[src/rtl/csel_pkg.sv]
package csel_pkg;
   localparam int CSEL_TIMING_W   = 2;
   localparam int CSEL_BURST_CW   = 2;
   localparam int CSEL_BURST_LENW = 1 << CSEL_BURST_CW;

   typedef struct packed {
      logic [CSEL_TIMING_W-1:0]   timing;
      logic                       w16;
      logic                       big;
      logic [CSEL_BURST_LENW-1:0] burst_len;
   } csel_attr_t;
endpackage

[src/rtl/csel_win_match.sv]
module csel_win_match #(
   parameter int ADDR_W   = 32,
   parameter int SIZE_W   = 5,
   parameter int MIN_LOG2 = 16
) (
   input  logic [ADDR_W-1:0] addr_i,
   input  logic [ADDR_W-1:0] base_i,
   input  logic [SIZE_W-1:0] size_i,
   input  logic              en_i,
   output logic              match_o
);
   localparam int MAX_LOG2 = ADDR_W - 1;

   logic [SIZE_W-1:0] span;
   logic [ADDR_W-1:0] keep;

   always_comb begin
      if (size_i < SIZE_W'(MIN_LOG2))      span = SIZE_W'(MIN_LOG2);
      else if (size_i > SIZE_W'(MAX_LOG2)) span = SIZE_W'(MAX_LOG2);
      else                                 span = size_i;
      for (int b = 0; b < ADDR_W; b++) begin
         keep[b] = (b >= int'(span));
      end
      match_o = en_i && (((addr_i ^ base_i) & keep) == '0);
   end
endmodule

[src/rtl/csel_prio_pick.sv]
module csel_prio_pick #(
   parameter int NUM_WIN = 8,
   localparam int IDX_W  = $clog2(NUM_WIN)
) (
   input  logic [NUM_WIN-1:0] match_i,
   output logic               any_o,
   output logic [IDX_W-1:0]   idx_o
);
   always_comb begin
      any_o = 1'b0;
      idx_o = '0;
      for (int i = NUM_WIN - 1; i >= 0; i--) begin
         if (match_i[i]) begin
            any_o = 1'b1;
            idx_o = IDX_W'(i);
         end
      end
   end
endmodule

[src/rtl/csel_decoder.sv]
module csel_decoder
   import csel_pkg::*;
#(
   parameter int NUM_WIN  = 8,
   parameter int ADDR_W   = 32,
   parameter int SIZE_W   = 5,
   parameter int MIN_LOG2 = 16,
   localparam int IDX_W   = $clog2(NUM_WIN),
   localparam int TW      = CSEL_TIMING_W,
   localparam int BCW     = CSEL_BURST_CW,
   localparam int BLW     = CSEL_BURST_LENW
) (
   input  logic                  clk_i,
   input  logic                  rst_ni,
   input  logic                  req_i,
   input  logic                  wr_i,
   input  logic [ADDR_W-1:0]     addr_i,
   input  logic [NUM_WIN-1:0]    cfg_en_i,
   input  logic [NUM_WIN-1:0]    cfg_wprot_i,
   input  logic [NUM_WIN-1:0]    cfg_big_i,
   input  logic [NUM_WIN-1:0]    cfg_w16_i,
   input  logic [NUM_WIN*ADDR_W-1:0] cfg_base_i,
   input  logic [NUM_WIN*SIZE_W-1:0] cfg_size_i,
   input  logic [NUM_WIN*TW-1:0] cfg_timing_i,
   input  logic [NUM_WIN*BCW-1:0] cfg_burst_i,
   output logic [NUM_WIN-1:0]    cs_o,
   output logic                  hit_o,
   output logic [IDX_W-1:0]      win_o,
   output logic                  err_o,
   output logic [TW-1:0]         timing_o,
   output logic                  w16_o,
   output logic                  big_o,
   output logic [BLW-1:0]        burst_len_o
);
   if (NUM_WIN < 2) begin : g_bad_num
      $error("csel_decoder: NUM_WIN must be at least 2");
   end
   if (MIN_LOG2 >= ADDR_W) begin : g_bad_min
      $error("csel_decoder: MIN_LOG2 must be below ADDR_W");
   end
   if (ADDR_W > (1 << SIZE_W)) begin : g_bad_size
      $error("csel_decoder: SIZE_W too narrow for ADDR_W");
   end

   logic [NUM_WIN-1:0] match;
   csel_attr_t         attr_tab [NUM_WIN];

   for (genvar w = 0; w < NUM_WIN; w++) begin : g_win
      csel_win_match #(
         .ADDR_W  (ADDR_W),
         .SIZE_W  (SIZE_W),
         .MIN_LOG2(MIN_LOG2)
      ) u_match (
         .addr_i (addr_i),
         .base_i (cfg_base_i[w*ADDR_W +: ADDR_W]),
         .size_i (cfg_size_i[w*SIZE_W +: SIZE_W]),
         .en_i   (cfg_en_i[w]),
         .match_o(match[w])
      );

      always_comb begin
         attr_tab[w].timing    = cfg_timing_i[w*TW +: TW];
         attr_tab[w].w16       = cfg_w16_i[w];
         attr_tab[w].burst_len = BLW'(1) << cfg_burst_i[w*BCW +: BCW];
      end

      if (w == 0) begin : g_fixed_order
         assign attr_tab[w].big = 1'b1;
      end else begin : g_cfg_order
         assign attr_tab[w].big = cfg_big_i[w];
      end
   end

   logic             any_hit;
   logic [IDX_W-1:0] pick;

   csel_prio_pick #(.NUM_WIN(NUM_WIN)) u_pick (
      .match_i(match),
      .any_o  (any_hit),
      .idx_o  (pick)
   );

   logic               refuse;
   logic [NUM_WIN-1:0] cs_next;
   csel_attr_t         attr_sel;

   always_comb begin
      refuse   = any_hit && wr_i && cfg_wprot_i[pick];
      cs_next  = '0;
      if (any_hit && !refuse) cs_next[pick] = 1'b1;
      attr_sel = any_hit ? attr_tab[pick] : '0;
   end

   csel_attr_t attr_q;

   always_ff @(posedge clk_i or negedge rst_ni) begin
      if (!rst_ni) begin
         cs_o   <= '0;
         hit_o  <= 1'b0;
         win_o  <= '0;
         err_o  <= 1'b0;
         attr_q <= '0;
      end else if (req_i) begin
         cs_o   <= cs_next;
         hit_o  <= any_hit;
         win_o  <= any_hit ? pick : '0;
         err_o  <= !any_hit || refuse;
         attr_q <= attr_sel;
      end else begin
         cs_o   <= '0;
         hit_o  <= 1'b0;
         win_o  <= '0;
         err_o  <= 1'b0;
         attr_q <= '0;
      end
   end

   assign timing_o    = attr_q.timing;
   assign w16_o       = attr_q.w16;
   assign big_o       = attr_q.big;
   assign burst_len_o = attr_q.burst_len;
endmodule

[config.mk]
export PLATFORM = sky130hd
export DESIGN_NAME = csel_decoder
export DESIGN_NICKNAME = d
export VERILOG_FILES = /design/src/rtl/csel_pkg.sv /design/src/rtl/csel_win_match.sv /design/src/rtl/csel_prio_pick.sv /design/src/rtl/csel_decoder.sv
export SDC_FILE = /design/constraint.sdc
export NUM_CORES = 1
export LEC_CHECK = 0
export BUFFER_PORTS_ARGS = -buffer_cell sky130_fd_sc_hd__buf_4
export CORE_AREA = 8 8 156 158
export CTS_CLUSTER_DIAMETER = 150
export DETAILED_ROUTE_END_ITERATION = 10
export DIE_AREA = 0 0 164 166
export REMOVE_ABC_BUFFERS = 1
export SYNTH_ARGS = -nofsm -noshare
export SYNTH_HDL_FRONTEND = slang
export SYNTH_SLANG_ARGS = --single-unit
[constraint.sdc]
create_clock -name clk_i -period 0.8 [get_ports clk_i]
set_input_delay 0.08 -clock clk_i [delete_from_list [all_inputs] [get_ports clk_i]]
set_output_delay 0.08 -clock clk_i [all_outputs]
set_load 0.01 [all_outputs]
==> run metrics <==
IO Pins=417; FILL cells=2236; area of the mapped netlist=0.00424 mm2; TritonCTS clock tree=done; largest net degree at the start of global routing=22; Die X=164 um; ys flop type=dfrtp_1; fin cells=1258; failing checks=setup timing; LEAKAGE=4.11 nW; RSZ-0062 raised after global routing=true; Worst Path Arrival=2.49 ns; DR WL/cell=19.7 um; Least-Margin Pin Slew=0.396 ns; pwr dens=667 mW/mm2; Via density=4.72; Tcrit/Tclk final=289%; Antenna Cells=0; fmax=432 MHz; M1 wire length=10.2 mm; vias in the first global route=6377; post-synthesis register bit count=21; hold path start=cfg_wprot_i[1]; DP HPWL=20.9 mm; Reg clk slew, reported paths=0.06 ns; Post-synth EDFFs=0; worst-case clock buffer depth=2; Post-DP Area=0.00755 mm2; Synth async-reset ratio=100%; Setup crit end kind=flop; core area=0.0221 mm2; Final Net Count=1370; Syn-to-layout area delta=112%; DR top layer=met4; crit-path max FO=9; worst hold endpoint=cs_o[1]; commonest non-fill, non-tap cell in the layout=buf_4; Num CTS Buffers=3; fin area=0.00898 mm2; Tmin final=2.31 ns; Final WS setup=-1.51 ns; Tot Pwr=0.00599 W; depth of the CTS H-tree=1; total grt overflow=0; hold depth=2; critical path's slowest cell=or4_1; Setup CP Type=in2reg; final wirelength=24.8 mm; most frequent cells in the layout=359 x buf_4, 57 x xor2_1, 54 x buf_6; routed vias=5932; Pins Over Slew Limit=0; Netlist cell types=69; Peak supply drop=0.569 mV; Yosys warning total=0; Synth Instances=570; Avg Inst Size Synth=7.44 um2; DIE HEIGHT=166 um; Die ar.=0.0272 mm2; Starting DRT DRC Count=249; fraction of layout cells with a size suffix above 1=56.8%; Seq/Total Area, Yosys=12.4%; met3 WL post-DR=1.85 mm; antenna-violating nets left=0; clk sink count=21; CP startpoint=addr_i[21]; status=finished, violations left; final setup fails=42; maxcap violations=0; CP Data Required Time=0.97 ns; Initial Util=19.2%; drt first pass iters=5; first-pass GRT wire length=36.1 mm; Slew HR=73.6%; number of buffers added on ports=271; GRT Total Usage=17.1%; RePlAce Congestion=0.866; crit start category=input pin; Fin. Hold Viols=0; drc violations=0; Hold Crit Class=in2reg; Worst path max stage delay=0.52 ns; cell row count=55; initial antenna violation count=0; Met2 Wirelength=12.3 mm; crit path cell chain=buf_12 -> buf_4 -> xor2_1 -> a22oi_1 -> a32oi_1 -> a211oi_2 -> buf_4 -> a22oi_2 -> nand3b_2 -> buf_12 -> a21oi_1 -> or4_1 -> o22ai_2; clk root buf=clkbuf_16; placed cells=1223
[power by group]
group          switching, W  internal, W
Sequential       0.00000291      0.00107
Clock              0.000382     0.000679
Combinational       0.00166      0.00220
Total               0.00205      0.00395
[worst max-delay path by stage]
stage                          end  slack [ns]  depth (start not counted)
finish              burst_len_o[3]       -1.51                         13
global route        burst_len_o[3]       -1.63                         10
CTS                 burst_len_o[3]       -1.54                         12
detailed placement           err_o       -2.24                         11
global placement             err_o       -2.23                         11
floorplan           burst_len_o[1]       -1.81                          9
[registers in the layout (all words and copies together), names as in the netlist]
register / cells
burst_len_o: 4
win_o: 3
timing_o: 2
err_o: 1
hit_o: 1
big_o: 1
cs_o: 8
w16_o: 1
[per-layer routing]
layer	vias to the layer above	GRT usage, %
met4	0	3.20
met2	269	30.8
met5	-	0
li1	2913	-
met3	22	3.67
met1	2728	20.3
[cell families (layout without fill, tap and decap cells)]
logic type      Yosys count  after routing  synth area share [%]
simple gates            152            152                  20.1
flops                    21             21                  12.4
buf+inv                  62            465                  7.67
compound gates          201            201                  32.0
xor+xnor                128            128                  26.4
mux                       6              6                  1.42
[repair_timing]
action / CTS / global route
endpoints found under the hold margin: 21 / 0
pin swaps: 55 / 26
resized for setup: 193 / 41
gates cloned: 0 / 0
hold buffers: 1 / 0
endpoints found under the setup margin: 42 / 42
setup buffers: 18 / 15
[metrics by stage]
step | worst slack [ns] | TNS, ns | hold slack (ns) | utilization, %
global route | -1.63 | -32.18 | 0.0366 | 40.7
global placement | -2.23 | -41.07 | -0.0248 | 34.2
finish | -1.51 | -29.48 | 0.0366 | 40.7
floorplan | -1.81 | -31.01 | -0.216 | -
detailed placement | -2.24 | -41.28 | -0.0219 | 34.2
CTS | -1.54 | -29.62 | 0.0110 | 39.2
[synth_stat cells (16+ instances only)]
cell | number | area (um2)
a21oi_1 | 53 | 265
a31oi_1 | 16 | 100
buf_2 | 25 | 125
dfrtp_1 | 21 | 526
inv_1 | 21 | 78.8
nand2_1 | 34 | 128
nand3_1 | 17 | 85.1
nor2_1 | 35 | 131
o21ai_0 | 37 | 185
xnor2_1 | 69 | 604
xor2_1 | 59 | 517
[layout make-up]
class | count | area, um2 | area share, %
Timing Repair Buffer | 440 | 3820 | 42.5
Tap cell | 285 | 357 | 3.97
Clock buffer | 4 | 78.8 | 0.878
Inverter | 21 | 78.8 | 0.878
Multi-Input combinational cell | 487 | 4130 | 45.9
Sequential cell | 21 | 526 | 5.85
[worst max-delay path: cells and delay by family]
kind	cells	cell delay (ns)
buffers and inverters	4	0.54
AND/OR/NAND/NOR	2	0.74
XOR/XNOR	1	0.14
AO/OA/AOI/OAI	6	0.96
(Power assumes the default switching activity.)
